$ cat src/rtl/pt_walk_pkg.sv
package pt_walk_pkg;

   localparam int ENTRY_W   = 32;
   localparam int PRESENT_B = 31;
   localparam int PROT_HI   = 30;
   localparam int PROT_LO   = 28;
   localparam int PROT_W    = PROT_HI - PROT_LO + 1;
   localparam int SLOT_SH   = 2;   // log2 of the entry size in bytes

   typedef enum logic [1:0] {
      FLT_NONE = 2'd0,
      FLT_DIR  = 2'd1,
      FLT_LEAF = 2'd2
   } walk_fault_e;

   typedef enum logic [2:0] {
      ST_IDLE,
      ST_RD_DIR,
      ST_WT_DIR,
      ST_RD_LEAF,
      ST_WT_LEAF,
      ST_DONE
   } walk_state_e;

endpackage

$ cat src/rtl/pt_walk_addr.sv
module pt_walk_addr
   import pt_walk_pkg::*;
#(
   parameter int VPN_W        = 8,
   parameter int DIR_IDX_W    = 4,
   parameter int OFF_W        = 6,
   parameter int PADDR_W      = 16,
   parameter bit BASE_ALIGNED = 1'b0
) (
   input  logic [VPN_W-1:0]           vpn,
   input  logic [PADDR_W-1:0]         dir_base,
   input  logic [PADDR_W-OFF_W-1:0]   leaf_pfn,
   input  logic                       sel_leaf,
   output logic [PADDR_W-1:0]         addr
);

   localparam int LEAF_IDX_W = VPN_W - DIR_IDX_W;

   logic [DIR_IDX_W-1:0]  dir_idx;
   logic [LEAF_IDX_W-1:0] leaf_idx;
   logic [PADDR_W-1:0]    base_word;
   logic [PADDR_W-1:0]    dir_off;
   logic [PADDR_W-1:0]    leaf_off;
   logic [PADDR_W-1:0]    dir_addr;
   logic [PADDR_W-1:0]    leaf_addr;

   assign dir_idx   = vpn[VPN_W-1 -: DIR_IDX_W];
   assign leaf_idx  = vpn[LEAF_IDX_W-1:0];
   assign base_word = {dir_base[PADDR_W-1:SLOT_SH], {SLOT_SH{1'b0}}};
   assign dir_off   = PADDR_W'(dir_idx) << SLOT_SH;
   assign leaf_off  = PADDR_W'(leaf_idx) << SLOT_SH;

   generate
      if (BASE_ALIGNED) begin : g_dir_or
         // base assumed aligned to the whole directory: no carry chain
         assign dir_addr = base_word | dir_off;
      end else begin : g_dir_add
         assign dir_addr = base_word + dir_off;
      end
   endgenerate

   // leaf slots always fit inside one page, so the join needs no adder
   assign leaf_addr = {leaf_pfn, {OFF_W{1'b0}}} | leaf_off;
   assign addr      = sel_leaf ? leaf_addr : dir_addr;

endmodule

$ cat src/rtl/pt_walk_entry.sv
module pt_walk_entry
   import pt_walk_pkg::*;
#(
   parameter int PFN_W = 10
) (
   input  logic [ENTRY_W-1:0] word,
   output logic               present,
   output logic [PROT_W-1:0]  prot,
   output logic [PFN_W-1:0]   pfn
);

   generate
      if (PFN_W > PROT_LO) begin : g_bad_pfn
         $error("frame field overlaps the protection bits");
      end
   endgenerate

   assign present = word[PRESENT_B];
   assign prot    = word[PROT_HI:PROT_LO];
   assign pfn     = word[PFN_W-1:0];

endmodule

$ cat src/rtl/pt_walk_ctrl.sv
module pt_walk_ctrl
   import pt_walk_pkg::*;
#(
   parameter int VPN_W   = 8,
   parameter int PADDR_W = 16,
   parameter int PFN_W   = 10
) (
   input  logic               clk,
   input  logic               rst_n,
   input  logic               req_valid,
   input  logic [VPN_W-1:0]   req_vpn,
   input  logic [PADDR_W-1:0] req_base,
   input  logic               rsp_valid,
   input  logic               ent_present,
   input  logic [PFN_W-1:0]   ent_pfn,
   input  logic [PROT_W-1:0]  ent_prot,
   output logic [VPN_W-1:0]   vpn_q,
   output logic [PADDR_W-1:0] base_q,
   output logic [PFN_W-1:0]   leaf_pfn_q,
   output logic               sel_leaf,
   output logic               mem_req,
   output logic               busy,
   output logic               done,
   output logic [PFN_W-1:0]   res_pfn,
   output logic [PROT_W-1:0]  res_prot,
   output walk_fault_e        res_fault
);

   walk_state_e state;

   always_ff @(posedge clk) begin
      if (!rst_n) begin
         state      <= ST_IDLE;
         vpn_q      <= '0;
         base_q     <= '0;
         leaf_pfn_q <= '0;
         res_pfn    <= '0;
         res_prot   <= '0;
         res_fault  <= FLT_NONE;
      end else begin
         case (state)
            ST_IDLE: begin
               if (req_valid) begin
                  vpn_q  <= req_vpn;
                  base_q <= req_base;
                  state  <= ST_RD_DIR;
               end
            end
            ST_RD_DIR: state <= ST_WT_DIR;
            ST_WT_DIR: begin
               if (rsp_valid) begin
                  if (ent_present) begin
                     leaf_pfn_q <= ent_pfn;
                     state      <= ST_RD_LEAF;
                  end else begin
                     res_pfn   <= '0;
                     res_prot  <= '0;
                     res_fault <= FLT_DIR;
                     state     <= ST_DONE;
                  end
               end
            end
            ST_RD_LEAF: state <= ST_WT_LEAF;
            ST_WT_LEAF: begin
               if (rsp_valid) begin
                  if (ent_present) begin
                     res_pfn   <= ent_pfn;
                     res_prot  <= ent_prot;
                     res_fault <= FLT_NONE;
                  end else begin
                     res_pfn   <= '0;
                     res_prot  <= '0;
                     res_fault <= FLT_LEAF;
                  end
                  state <= ST_DONE;
               end
            end
            ST_DONE: state <= ST_IDLE;
            default: state <= ST_IDLE;
         endcase
      end
   end

   assign mem_req  = (state == ST_RD_DIR) || (state == ST_RD_LEAF);
   assign sel_leaf = (state == ST_RD_LEAF) || (state == ST_WT_LEAF);
   assign busy     = (state != ST_IDLE);
   assign done     = (state == ST_DONE);

   // read counter used only by the checks below
   logic [1:0] rd_cnt;
   always_ff @(posedge clk) begin
      if (!rst_n)                           rd_cnt <= '0;
      else if (state == ST_IDLE && req_valid) rd_cnt <= '0;
      else if (mem_req)                     rd_cnt <= rd_cnt + 2'd1;
   end


   req_pulse_chk: assert property (@(posedge clk) disable iff (!rst_n)
      mem_req |=> !mem_req);

   done_pulse_chk: assert property (@(posedge clk) disable iff (!rst_n)
      done |=> !done);

   dir_fault_reads_chk: assert property (@(posedge clk) disable iff (!rst_n)
      (done && res_fault == FLT_DIR) |-> (rd_cnt == 2'd1));

   leaf_reads_chk: assert property (@(posedge clk) disable iff (!rst_n)
      (done && res_fault != FLT_DIR) |-> (rd_cnt == 2'd2));

   fault_zero_chk: assert property (@(posedge clk) disable iff (!rst_n)
      (done && res_fault != FLT_NONE) |-> (res_pfn == '0 && res_prot == '0));

   hold_vpn_chk: assert property (@(posedge clk) disable iff (!rst_n)
      busy |=> $stable(vpn_q));

endmodule

$ cat src/rtl/pt_walker.sv
module pt_walker
   import pt_walk_pkg::*;
#(
   parameter int VPN_W        = 8,
   parameter int DIR_IDX_W    = 4,
   parameter int OFF_W        = 6,
   parameter int PADDR_W      = 16,
   parameter bit BASE_ALIGNED = 1'b0
) (
   input  logic                     clk,
   input  logic                     rst_n,
   input  logic                     walk_req,
   input  logic [VPN_W-1:0]         walk_vpn,
   input  logic [PADDR_W-1:0]       walk_base,
   output logic                     walk_busy,
   output logic                     mem_req,
   output logic [PADDR_W-1:0]       mem_addr,
   input  logic                     mem_rsp_valid,
   input  logic [ENTRY_W-1:0]       mem_rsp_data,
   output logic                     walk_done,
   output logic [VPN_W-1:0]         done_vpn,
   output logic [PADDR_W-OFF_W-1:0] done_pfn,
   output logic [PROT_W-1:0]        done_prot,
   output logic [1:0]               done_fault
);

   localparam int PFN_W      = PADDR_W - OFF_W;
   localparam int LEAF_IDX_W = VPN_W - DIR_IDX_W;

   generate
      if (DIR_IDX_W < 1 || LEAF_IDX_W < 1) begin : g_bad_split
         $error("page number must split into two non-empty indices");
      end
      if (LEAF_IDX_W + SLOT_SH > OFF_W) begin : g_bad_leaf
         $error("a leaf table must fit inside one page");
      end
      if (PFN_W < 1 || PFN_W > PROT_LO) begin : g_bad_pfn
         $error("frame number width out of range");
      end
   endgenerate

   logic [VPN_W-1:0]   vpn_q;
   logic [PADDR_W-1:0] base_q;
   logic [PFN_W-1:0]   leaf_pfn_q;
   logic               sel_leaf;
   logic               ent_present;
   logic [PROT_W-1:0]  ent_prot;
   logic [PFN_W-1:0]   ent_pfn;
   logic [PFN_W-1:0]   res_pfn;
   logic [PROT_W-1:0]  res_prot;
   walk_fault_e        res_fault;

   pt_walk_ctrl #(
      .VPN_W   (VPN_W),
      .PADDR_W (PADDR_W),
      .PFN_W   (PFN_W)
   ) u_ctrl (
      .clk         (clk),
      .rst_n       (rst_n),
      .req_valid   (walk_req),
      .req_vpn     (walk_vpn),
      .req_base    (walk_base),
      .rsp_valid   (mem_rsp_valid),
      .ent_present (ent_present),
      .ent_pfn     (ent_pfn),
      .ent_prot    (ent_prot),
      .vpn_q       (vpn_q),
      .base_q      (base_q),
      .leaf_pfn_q  (leaf_pfn_q),
      .sel_leaf    (sel_leaf),
      .mem_req     (mem_req),
      .busy        (walk_busy),
      .done        (walk_done),
      .res_pfn     (res_pfn),
      .res_prot    (res_prot),
      .res_fault   (res_fault)
   );

   pt_walk_entry #(
      .PFN_W (PFN_W)
   ) u_entry (
      .word    (mem_rsp_data),
      .present (ent_present),
      .prot    (ent_prot),
      .pfn     (ent_pfn)
   );

   pt_walk_addr #(
      .VPN_W        (VPN_W),
      .DIR_IDX_W    (DIR_IDX_W),
      .OFF_W        (OFF_W),
      .PADDR_W      (PADDR_W),
      .BASE_ALIGNED (BASE_ALIGNED)
   ) u_addr (
      .vpn      (vpn_q),
      .dir_base (base_q),
      .leaf_pfn (leaf_pfn_q),
      .sel_leaf (sel_leaf),
      .addr     (mem_addr)
   );

   assign done_vpn   = vpn_q;
   assign done_pfn   = res_pfn;
   assign done_prot  = res_prot;
   assign done_fault = res_fault;


   word_align_chk: assert property (@(posedge clk) disable iff (!rst_n)
      mem_req |-> (mem_addr[SLOT_SH-1:0] == '0));

endmodule

$ cat config.mk
export PLATFORM = sky130hd
export DESIGN_NAME = pt_walker
export DESIGN_NICKNAME = d
export VERILOG_FILES = /design/src/rtl/pt_walk_pkg.sv /design/src/rtl/pt_walk_addr.sv /design/src/rtl/pt_walk_entry.sv /design/src/rtl/pt_walk_ctrl.sv /design/src/rtl/pt_walker.sv
export SDC_FILE = /design/constraint.sdc
export NUM_CORES = 1
export LEC_CHECK = 0
export BUFFER_PORTS_ARGS = -buffer_cell sky130_fd_sc_hd__buf_2
export CORE_MARGIN = 2
export CORE_UTILIZATION = 40
export CTS_CLUSTER_SIZE = 28
export DETAILED_ROUTE_END_ITERATION = 16
export PLACE_DENSITY = 0.74
export SYNTH_ARGS = -nofsm -noshare
export SYNTH_HDL_FRONTEND = slang
export SYNTH_HIERARCHICAL = 1
export SYNTH_SLANG_ARGS = --single-unit
$ cat constraint.sdc
create_clock -name clk -period 2.1 [get_ports clk]
set_input_delay 0.315 -clock clk [delete_from_list [all_inputs] [get_ports clk]]
set_output_delay 0.315 -clock clk [all_outputs]
set_load 0.03 [all_outputs]
==> metrics.txt, run 1 <==
# TYPE chip_impl_metric gauge
chip_impl_info{name="worst_r2r_endpoint",value="u_ctrl/res_pfn[2]$_SDFFE_PN0P_"} 1
chip_impl_metric{name="required",unit="ps"} 1780
chip_impl_metric{name="reg2reg_depth",unit=""} 4
chip_impl_info{name="critical_r2r_launch",value="u_ctrl/state[1]$_SDFFE_PN0P_"} 1
chip_impl_metric{name="internal_power_contribution",unit="mW"} 1.81
chip_impl_metric{name="slew_viol_final",unit=""} 0
chip_impl_metric{name="power.switching_fraction",unit="%"} 32.2
chip_impl_metric{name="min_period_over_period",unit="%"} 116
chip_impl_metric{name="die-height",unit="um"} 86.0
chip_impl_metric{name="grt_first_pass_wirelength",unit="mm"} 10.5
chip_impl_metric{name="drtPass1Iterations",unit=""} 4
chip_impl_metric{name="cts_made_buffers",unit=""} 5
chip_impl_metric{name="yosys_warnings",unit=""} 6
chip_impl_metric{name="postRouteAntennaNets",unit=""} 0
chip_impl_metric{name="layout_cell_share_with_drive_strength_beyond_1",unit="%"} 41.9
chip_impl_info{name="timing.hold.worst.start",value="mem_rsp_data[28]"} 1
chip_impl_metric{name="chipWidth",unit="um"} 86.0
chip_impl_metric{name="initial_core_utilization",unit="%"} 41.9
chip_impl_info{name="min_to",value="u_ctrl/res_prot[0]$_SDFFE_PN0P_"} 1
chip_impl_metric{name="total_leakage_power",unit="nW"} 1.46
chip_impl_info{name="timing.critical_path.cells",value="nor2b_4, a22o_1, or3b_1, or4_1, mux2i_1, or3_4, buf_6"} 1
chip_impl_info{name="failing_checks",value="setup timing"} 1
chip_impl_info{name="hold_path_class",value="input pin to flop"} 1
chip_impl_metric{name="postSynthAreaPerCell",unit="um^2"} 8.65
chip_impl_metric{name="gr-total-overflow",unit=""} 0
chip_impl_metric{name="critical_path_arrival",unit="ps"} 2120
chip_impl_metric{name="p_comb_share",unit="%"} 31.0
chip_impl_metric{name="vias_per_cell",unit=""} 5.35
chip_impl_metric{name="final.setup.worst_slack",unit="ps"} -336
chip_impl_metric{name="clk-insertion-delay-late",unit="ps"} 300
chip_impl_metric{name="cts.htree.levels",unit=""} 2
chip_impl_metric{name="drt_iter0_drc",unit=""} 76
chip_impl_metric{name="final_core_util",unit="%"} 55.3
chip_impl_metric{name="cts_num_sinks",unit=""} 50
chip_impl_metric{name="transition_time_at_the_pin_with_the_least_slew_margin",unit="ps"} 741
chip_impl_metric{name="nets",unit=""} 448
chip_impl_metric{name="finish.instance_area",unit="mm^2"} 0.00355
chip_impl_metric{name="max_freq",unit="MHz"} 411
chip_impl_metric{name="place_congestion",unit=""} 0.819
chip_impl_metric{name="wl_per_cell",unit="um"} 14.1
chip_impl_metric{name="seqPwrFrac",unit="%"} 39.9
chip_impl_info{name="run_status",value="finished, violations left"} 1
chip_impl_metric{name="p_sw",unit="mW"} 0.861
chip_impl_metric{name="drcViolationCount",unit=""} 0
chip_impl_metric{name="postSynthCellCount",unit=""} 311
chip_impl_metric{name="grt_pass1_vias",unit=""} 2336
chip_impl_metric{name="cts_buffer_depth",unit=""} 2
chip_impl_metric{name="largest_stage_delay_on_the_critical_path",unit="ps"} 390
chip_impl_metric{name="power_density",unit="mW/mm^2"} 752
chip_impl_metric{name="final_period_minus_worst_setup_slack",unit="ps"} 2440
chip_impl_metric{name="antenna_cells_inserted",unit=""} 0
chip_impl_metric{name="placedInstanceArea",unit="mm^2"} 0.00317
chip_impl_metric{name="grt_max_degree",unit=""} 80
chip_impl_info{name="critical_path_source_type",value="flop"} 1
chip_impl_info{name="cts_tree",value="yes"} 1
chip_impl_metric{name="max-slew-margin-rel",unit="%"} 50.6
chip_impl_metric{name="fp.coreArea",unit="mm^2"} 0.00642
chip_impl_metric{name="whs_path_depth",unit=""} 2
chip_impl_info{name="cpMaxStageDelayCell",value="or4_1"} 1
chip_impl_metric{name="drv.max_cap_violation_count",unit=""} 0
chip_impl_metric{name="total_wirelength",unit="mm"} 6.49
chip_impl_metric{name="critical_path_peak_fanout",unit=""} 3
chip_impl_metric{name="flow.area_growth_from_synthesis",unit="%"} 32.1
chip_impl_metric{name="vias",unit=""} 2467
chip_impl_metric{name="antenna_found_initial",unit=""} 0
chip_impl_metric{name="finalHoldViolations",unit=""} 0
chip_impl_metric{name="post_synth_instance_area",unit="mm^2"} 0.00269
chip_impl_metric{name="io-pin-count",unit=""} 102
chip_impl_metric{name="vdd_ir_drop_max",unit="V"} 0.000482
chip_impl_metric{name="io_buffer_count",unit=""} 79
chip_impl_metric{name="worst_setup_hold_path_clk_slew",unit="ps"} 90
chip_impl_info{name="critPathKind",value="flop to output port"} 1
chip_impl_info{name="root_buffer",value="clkbuf_8"} 1
chip_impl_metric{name="cell_row_count",unit=""} 29
chip_impl_metric{name="pwr-share-clk",unit="%"} 29.1
chip_impl_metric{name="dpl.hpwl",unit="mm"} 4.49
chip_impl_metric{name="die-area",unit="mm^2"} 0.00740
chip_impl_info{name="grt_setup_unrepaired",value="true"} 1
chip_impl_metric{name="hold_ws",unit="ps"} 220
chip_impl_metric{name="setup_viol",unit=""} 12
chip_impl_metric{name="report.power.total",unit="mW"} 2.67
chip_impl_info{name="setup.worst_path.end_class",value="output port"} 1
chip_impl_metric{name="clock-skew-final",unit="ps"} 2.30
chip_impl_metric{name="grt.total_usage",unit="%"} 17.3
chip_impl_metric{name="worst-r2r-setup-slack",unit="ps"} 560
==> flip-flops by register name (all words and copies together) (netlist names) <==
name / cells
u_ctrl/base_q: 14
u_ctrl/leaf_pfn_q: 10
u_ctrl/res_pfn: 10
u_ctrl/vpn_q: 8
u_ctrl/res_prot: 3
u_ctrl/state: 3
u_ctrl/res_fault: 2
==> per-layer routing <==
layer / global-route usage (%) / routed length, um / vias to the layer above
met5: 0 / 0 / -
met4: 3.90 / 46 / 0
met3: 3.08 / 277 / 5
met2: 30.5 / 3280 / 58
met1: 22.0 / 2890 / 1170
li1: - / - / 1234
==> power groups by stage <==
stage	registers (mW)	clock network (mW)	logic, mW
2_1_floorplan	1.12	0	0.525
5_1_grt	1.08	0.832	0.895
6_report	1.07	0.776	0.829
3_3_place_gp	1.07	0	0.728
3_5_place_dp	1.08	0	0.736
4_1_cts	1.06	0.804	0.816
==> layout make-up <==
class | instances | area (um^2)
Tap cell | 77 | 96.3
Sequential cell | 50 | 1020
Clock inverter | 1 | 30.0
Timing Repair Buffer | 102 | 648
Fill cell | 595 | 2870
Inverter | 10 | 37.5
Multi-Input combinational cell | 214 | 1620
Clock buffer | 7 | 108
==> worst max path at each step <==
| stage | from | to | slack [ps] | cells after the start |
|---|---|---|---|---|
| final | u_ctrl/state[0]$_SDFFE_PN0P_ | mem_addr[15] | -340 | 7 |
| after detailed placement | u_ctrl/state[2]$_SDFFE_PN0P_ | mem_addr[15] | -80 | 7 |
| after CTS | u_ctrl/state[0]$_SDFFE_PN0P_ | mem_addr[15] | -360 | 7 |
| after global placement | u_ctrl/state[2]$_SDFFE_PN0P_ | mem_addr[15] | -60 | 7 |
| after floorplan | u_ctrl/state[0]$_SDFFE_PN0P_ | mem_addr[15] | -130 | 7 |
| after global routing | u_ctrl/state[0]$_SDFFE_PN0P_ | mem_addr[15] | -450 | 7 |
==> placed cells by master, fill, tap and decap left out, types with 3 or more instances in the layout <==
cell type  count
buf_2         68
nand2_1       53
dfxtp_1       41
o21ai_0       25
nand3_1       24
buf_4         20
buf_6         14
mux2i_1       13
a32o_1        13
inv_1         10
nor2_1         7
o21ai_2        7
dfxtp_2        7
clkbuf_8       6
a21oi_1        5
ha_4           4
nand4_1        3
a31oi_4        3
==> worst max-delay path: cells and delay by family, from the launching register on <==
family	cells	cell delay [ps]
flip-flops	1	360
AND/OR/NAND/NOR	4	1000
multiplexers	1	150
AO/OA/AOI/OAI	1	200
buffers and inverters	1	120
==> what timing repair did <==
item,CTS,global route
buffers inserted,3,2
pin swaps,11,8
endpoints found under the setup margin,13,13
resized for setup,46,7
hold buffers,0,0
==> per-stage QoR <==
step           worst slack (ps)  std cells  setup TNS [ps]
2_1_floorplan              -131        312            -131
3_3_place_gp              -59.3        450           -59.3
3_5_place_dp              -85.0        450           -85.0
4_1_cts                    -361        460           -1840
5_1_grt                    -446        461           -3020
6_report                   -336        461           -1880
(Power assumes the default switching activity.)
==> inputs of run 2 (changes only) <==
PLACE_DENSITY = 0.71   (was 0.74)
clock period = 2.6 ns   (was 2.1 ns; I/O delays follow)
==> run 2 against run 1 <==
Sequential power down 20%. Clock-buffer cell count is 2 lower. Final cell count down 2.6%. Total power is 29% lower. Via count decreased by 3.3%. Sequential cell count unchanged. Worst hold slack better by 62 ps. Clock power fell by 39%. Largest power group unchanged. Clock skew grew 4.7 ps. The run now ends clean.
==> metrics.txt, run 2 (synthesis results as in run 1) <==
# TYPE chip_impl_metric gauge
chip_impl_info{name="run_status",value="finished clean"} 1
chip_impl_info{name="cts_tree",value="yes"} 1
chip_impl_metric{name="layout_cell_share_with_drive_strength_beyond_1",unit="%"} 33.9
chip_impl_metric{name="critical_path_peak_fanout",unit=""} 3
chip_impl_metric{name="vias",unit=""} 2385
chip_impl_metric{name="finalHoldViolations",unit=""} 0
chip_impl_metric{name="final_period_minus_worst_setup_slack",unit="ps"} 2530
chip_impl_metric{name="power_density",unit="mW/mm^2"} 596
chip_impl_info{name="registers_with_the_highest_flip_flop_counts",value="u_ctrl/base_q: 14 flops, u_ctrl/leaf_pfn_q: 10 flops, u_ctrl/res_pfn: 10 flops"} 1
chip_impl_info{name="hold_path_class",value="input pin to flop"} 1
chip_impl_info{name="timing.hold.worst.start",value="mem_rsp_data[30]"} 1
chip_impl_metric{name="place_congestion",unit=""} 0.843
chip_impl_info{name="root_buffer",value="clkbuf_8"} 1
chip_impl_metric{name="grt_pass1_vias",unit=""} 2109
chip_impl_metric{name="required",unit="ps"} 2210
chip_impl_metric{name="clk-insertion-delay-late",unit="ps"} 310
chip_impl_metric{name="total_wirelength",unit="mm"} 6.22
chip_impl_metric{name="wl_per_cell",unit="um"} 13.9
chip_impl_metric{name="reg2reg_depth",unit=""} 4
chip_impl_metric{name="grt.total_usage",unit="%"} 16.7
chip_impl_metric{name="cts_buffer_depth",unit=""} 2
chip_impl_metric{name="report.power.total",unit="mW"} 1.90
chip_impl_info{name="critPathKind",value="flop to output port"} 1
chip_impl_metric{name="io-pin-count",unit=""} 102
chip_impl_metric{name="total_leakage_power",unit="nW"} 1.33
chip_impl_metric{name="max_freq",unit="MHz"} 395
chip_impl_info{name="setup.worst_path.end_class",value="output port"} 1
chip_impl_metric{name="initial_core_utilization",unit="%"} 41.9
chip_impl_metric{name="transition_time_at_the_pin_with_the_least_slew_margin",unit="ps"} 850
chip_impl_metric{name="die-area",unit="mm^2"} 0.00740
chip_impl_metric{name="drtPass1Iterations",unit=""} 4
chip_impl_metric{name="drv.max_cap_violation_count",unit=""} 0
chip_impl_info{name="regMostFlops",value="u_ctrl/base_q"} 1
chip_impl_metric{name="postRouteAntennaNets",unit=""} 0
chip_impl_metric{name="gr-total-overflow",unit=""} 0
chip_impl_metric{name="cts_made_buffers",unit=""} 5
chip_impl_metric{name="critical_path_arrival",unit="ps"} 2140
chip_impl_metric{name="nets",unit=""} 436
chip_impl_info{name="grt_setup_unrepaired",value="true"} 1
chip_impl_metric{name="flip_flop_count_of_the_largest_register_after_layout",unit=""} 14
chip_impl_metric{name="grt_first_pass_wirelength",unit="mm"} 9.98
chip_impl_metric{name="drt_iter0_drc",unit=""} 151
chip_impl_metric{name="n_fill_cell",unit=""} 646
chip_impl_metric{name="placedInstanceArea",unit="mm^2"} 0.00297
chip_impl_metric{name="cts_num_sinks",unit=""} 50
chip_impl_metric{name="cell_row_count",unit=""} 29
chip_impl_metric{name="die-height",unit="um"} 86.0
chip_impl_metric{name="min_period_over_period",unit="%"} 97.5
chip_impl_metric{name="whs_path_depth",unit=""} 2
chip_impl_metric{name="antenna_found_initial",unit=""} 0
chip_impl_metric{name="clock-skew-final",unit="ps"} 6.96
chip_impl_metric{name="drcViolationCount",unit=""} 0
chip_impl_metric{name="setup_tns",unit="ps"} 0
chip_impl_metric{name="dpl.hpwl",unit="mm"} 4.25
chip_impl_metric{name="cts.htree.levels",unit=""} 2
chip_impl_metric{name="max-slew-margin-rel",unit="%"} 42.9
chip_impl_metric{name="slew_viol_final",unit=""} 0
chip_impl_info{name="critical_r2r_launch",value="u_ctrl/state[1]$_SDFFE_PN0P_"} 1
chip_impl_metric{name="holdBufCountCts",unit=""} 0
chip_impl_info{name="critical_path.startpoint",value="u_ctrl/state[2]$_SDFFE_PN0P_"} 1
chip_impl_metric{name="vdd_ir_drop_max",unit="V"} 0.000276
chip_impl_metric{name="worst_setup_hold_path_clk_slew",unit="ps"} 100
chip_impl_info{name="most-common-layout-cells",value="buf_2 (73), nand2_1 (53), dfxtp_1 (46)"} 1
chip_impl_info{name="critical_path_source_type",value="flop"} 1
chip_impl_metric{name="io_buffer_count",unit=""} 79
chip_impl_metric{name="hold_ws",unit="ps"} 282
chip_impl_metric{name="grt_max_degree",unit=""} 80
chip_impl_metric{name="vias_per_cell",unit=""} 5.31
chip_impl_metric{name="finish.instance_area",unit="mm^2"} 0.00319
chip_impl_metric{name="flow.area_growth_from_synthesis",unit="%"} 18.6
chip_impl_metric{name="setup_viol",unit=""} 0
chip_impl_metric{name="fp.coreArea",unit="mm^2"} 0.00642
chip_impl_metric{name="final_core_util",unit="%"} 49.7
chip_impl_metric{name="antenna_cells_inserted",unit=""} 0
chip_impl_info{name="final_common_cell",value="buf_2"} 1
chip_impl_metric{name="chipWidth",unit="um"} 86.0
run 2: timing repair:
item / 4_1_cts / 5_1_grt
setup endpoints to repair: 2 / 7
gates resized for setup: 4 / 19
pin swaps: 1 / 5
buffers inserted: 1 / 4
run 2: power breakdown:
group	internal, mW	total (mW)	switching [mW]
registers	0.814	0.861	0.0473
clock network	0.195	0.475	0.280
logic	0.212	0.566	0.354
run 2: worst paths after layout:
check | to | slack, ps
worst max-delay path | mem_addr[15] | 70
worst max register to register | u_ctrl/leaf_pfn_q[1]$_SDFFE_PN0P_ | 880
worst min-delay path | u_ctrl/res_prot[2]$_SDFFE_PN0P_ | 280
worst min register to register | u_ctrl/leaf_pfn_q[9]$_SDFFE_PN0P_ | 470
run 2: area by class of cell:
type,count,area (um^2),share of cell area (%)
repair buffers,90,497,15.6
clock inverters,3,25.0,0.785
inverters,10,37.5,1.18
flip-flops and latches,50,1010,31.7
clock buffers,5,68.8,2.16
well taps,77,96.3,3.02
multi-input cells,214,1450,45.6
run 2: stage by stage:
stage	worst slack, ps	instances
floorplan	-65.3	312
global placement	312	436
detailed placement	302	436
CTS	1.34	445
global route	-73.6	449
finish	66.1	449
run 2: per-layer routing:
metal  global-route usage, %  share of wire [%]  up-vias
li1                        -                  -     1206
met3                    3.85                5.8        4
met4                    5.63               0.88        0
met5                       0                  0        -
met2                    26.9                 48       71
met1                    21.9                 45     1104
run 2: worst max-delay path, cell delays in order, from the launching register on:
cell and delay (ps):
dfxtp_1 410, nor2b_4 60, a22o_1 210, or3b_1 360, or4_1 390, mux2i_1 150, or3_4 150, buf_6 120
==> inputs of run 3 (changes only) <==
CORE_ASPECT_RATIO = 1.5   (was default)
clock period = 2.9 ns   (was 2.6 ns; I/O delays follow)
==> run 3 against run 2 <==
Sequential power decreased by 11%. Sequential cell count unchanged. Final area decreased by 3.3%. Largest cell class unchanged. Largest power group unchanged.
==> metrics.txt, run 3 (synthesis results as in run 1) <==
# TYPE chip_impl_metric gauge
chip_impl_info{name="hold_path_class",value="input pin to flop"} 1
chip_impl_metric{name="fp.coreArea",unit="mm^2"} 0.00649
chip_impl_info{name="final_common_cell",value="buf_2"} 1
chip_impl_metric{name="finalHoldViolations",unit=""} 0
chip_impl_metric{name="slew_viol_final",unit=""} 0
chip_impl_metric{name="io_buffer_count",unit=""} 79
chip_impl_info{name="critPathKind",value="flop to output port"} 1
chip_impl_info{name="regMostFlops",value="u_ctrl/base_q"} 1
chip_impl_info{name="most-common-layout-cells",value="buf_2 (79), nand2_1 (54), dfxtp_1 (49)"} 1
chip_impl_metric{name="initial_core_utilization",unit="%"} 41.5
chip_impl_metric{name="cts_num_sinks",unit=""} 50
chip_impl_metric{name="dpl_worst_slack",unit="ps"} 433
chip_impl_metric{name="number_of_buffers_inserted_by_post_cts_setup_repair",unit=""} 0
chip_impl_metric{name="required",unit="ps"} 2470
chip_impl_info{name="run_status",value="finished clean"} 1
chip_impl_metric{name="cts.htree.levels",unit=""} 2
chip_impl_metric{name="antenna_found_initial",unit=""} 0
chip_impl_metric{name="critical_path_peak_fanout",unit=""} 4
chip_impl_metric{name="chipWidth",unit="um"} 71.0
chip_impl_metric{name="grt_first_pass_wirelength",unit="mm"} 10.1
chip_impl_metric{name="drcViolationCount",unit=""} 0
chip_impl_metric{name="antenna_cells_inserted",unit=""} 0
chip_impl_metric{name="clk-insertion-delay-late",unit="ps"} 300
chip_impl_metric{name="layout_cell_share_with_drive_strength_beyond_1",unit="%"} 30.0
chip_impl_metric{name="drv.max_cap_violation_count",unit=""} 0
chip_impl_metric{name="grt.total_usage",unit="%"} 16.7
chip_impl_metric{name="drt_iter0_drc",unit=""} 114
chip_impl_metric{name="vdd_ir_drop_max",unit="V"} 0.000236
chip_impl_metric{name="vias_per_cell",unit=""} 5.30
chip_impl_metric{name="gr-total-overflow",unit=""} 0
chip_impl_metric{name="final.setup.worst_slack",unit="ps"} 204
chip_impl_metric{name="drtPass1Iterations",unit=""} 6
chip_impl_metric{name="dpl.hpwl",unit="mm"} 4.53
chip_impl_metric{name="vias",unit=""} 2347
chip_impl_metric{name="grt_max_degree",unit=""} 80
chip_impl_metric{name="place_congestion",unit=""} 0.838
chip_impl_metric{name="min_period_over_period",unit="%"} 93.0
chip_impl_metric{name="power_density",unit="mW/mm^2"} 564
chip_impl_metric{name="io-pin-count",unit=""} 102
chip_impl_metric{name="critical_path_arrival",unit="ps"} 2260
chip_impl_metric{name="report.power.total",unit="mW"} 1.74
chip_impl_metric{name="grt_pass1_vias",unit=""} 2232
chip_impl_metric{name="die-area",unit="mm^2"} 0.00741
chip_impl_metric{name="total_wirelength",unit="mm"} 6.24
chip_impl_metric{name="final_period_minus_worst_setup_slack",unit="ps"} 2700
chip_impl_metric{name="max-slew-margin-rel",unit="%"} 45.2
chip_impl_metric{name="flip_flop_count_of_the_largest_register_after_layout",unit=""} 14
chip_impl_metric{name="wl_per_cell",unit="um"} 14.1
chip_impl_metric{name="final_core_util",unit="%"} 47.5
chip_impl_info{name="registers_with_the_highest_flip_flop_counts",value="u_ctrl/base_q: 14 flops, u_ctrl/leaf_pfn_q: 10 flops, u_ctrl/res_pfn: 10 flops"} 1
chip_impl_info{name="setup.worst_path.end_class",value="output port"} 1
chip_impl_metric{name="cts_made_buffers",unit=""} 5
chip_impl_metric{name="die-height",unit="um"} 104
chip_impl_metric{name="holdBufCountCts",unit=""} 0
chip_impl_metric{name="clock-skew-final",unit="ps"} 9.81
chip_impl_info{name="root_buffer",value="clkbuf_8"} 1
chip_impl_metric{name="cell_row_count",unit=""} 36
chip_impl_metric{name="max_freq",unit="MHz"} 371
chip_impl_metric{name="cts_buffer_depth",unit=""} 2
chip_impl_metric{name="total_leakage_power",unit="nW"} 1.32
chip_impl_metric{name="nets",unit=""} 431
chip_impl_metric{name="transition_time_at_the_pin_with_the_least_slew_margin",unit="ps"} 815
chip_impl_info{name="cts_tree",value="yes"} 1
chip_impl_metric{name="setup_viol",unit=""} 0
chip_impl_metric{name="worst_setup_hold_path_clk_slew",unit="ps"} 100
chip_impl_metric{name="setup_tns",unit="ps"} 0
chip_impl_metric{name="flow.area_growth_from_synthesis",unit="%"} 14.6
chip_impl_metric{name="postRouteAntennaNets",unit=""} 0
chip_impl_info{name="grt_setup_unrepaired",value="false"} 1
chip_impl_info{name="critical_path_source_type",value="flop"} 1
run 3: cell count changes in the layout (fill, tap and decap cells not counted), moves of 2 or more:
cell	previous run	this run
dfxtp_4	2	0
ha_4	3	0
ha_1	1	4
clkbuf_4	2	0
buf_2	73	79
buf_4	14	6
dfxtp_1	46	49
run 3: final cells by class:
class | count | area (um^2)
Clock buffer | 5 | 68.8
Clock inverter | 3 | 45.0
Fill cell | 654 | 3400
Inverter | 10 | 37.5
Multi-Input combinational cell | 214 | 1390
Sequential cell | 50 | 1000
Tap cell | 76 | 95.1
Timing Repair Buffer | 85 | 440
run 3: per-layer routing:
layer / wire (um) / track usage [%] / up-vias
met2: 3290 / 31.1 / 49
met3: 231 / 2.71 / 6
met1: 2640 / 19.1 / 1103
met5: 0 / 0 / -
met4: 84 / 4.85 / 0
li1: - / - / 1189
run 3: report_power, final:
group / total, mW / leakage, nW / internal [mW] / switching, mW
Clock: 0.499 / 0.0504 / 0.257 / 0.242
Sequential: 0.770 / 0.407 / 0.729 / 0.0413
Combinational: 0.470 / 0.858 / 0.161 / 0.309
run 3: worst paths after layout:
path,from,to,slack (ps),cells past startpoint
min reg2reg,u_ctrl/leaf_pfn_q[6]$_SDFFE_PN0P_,u_ctrl/leaf_pfn_q[6]$_SDFFE_PN0P_,470,2
min,mem_rsp_data[28],u_ctrl/res_prot[0]$_SDFFE_PN0P_,330,2
max,u_ctrl/vpn_q[4]$_SDFFE_PN0P_,mem_addr[14],200,7
max reg2reg,u_ctrl/state[1]$_SDFFE_PN0P_,u_ctrl/leaf_pfn_q[1]$_SDFFE_PN0P_,1120,4
run 3: worst max-delay path: stages (launching register included):
cell	delay (ps)
dfxtp_1	340
ha_1	240
fa_1	410
nand3_1	190
nand2_1	140
a311o_1	340
nand3_1	100
buf_2	200
run 3: metrics by stage:
| stage | hold slack [ps] | area (um^2) | cells |
|---|---|---|---|
| after floorplan | 435 | 2690 | 312 |
| after global placement | 444 | 2970 | 435 |
| after detailed placement | 455 | 2970 | 435 |
| after CTS | 324 | 3080 | 443 |
| after global routing | 308 | 3080 | 443 |
| final | 332 | 3080 | 443 |
run 3: repair_timing:
item,CTS,global route
setup endpoints to repair,0,1
hold endpoints to repair,0,0
gates resized for setup,0,1
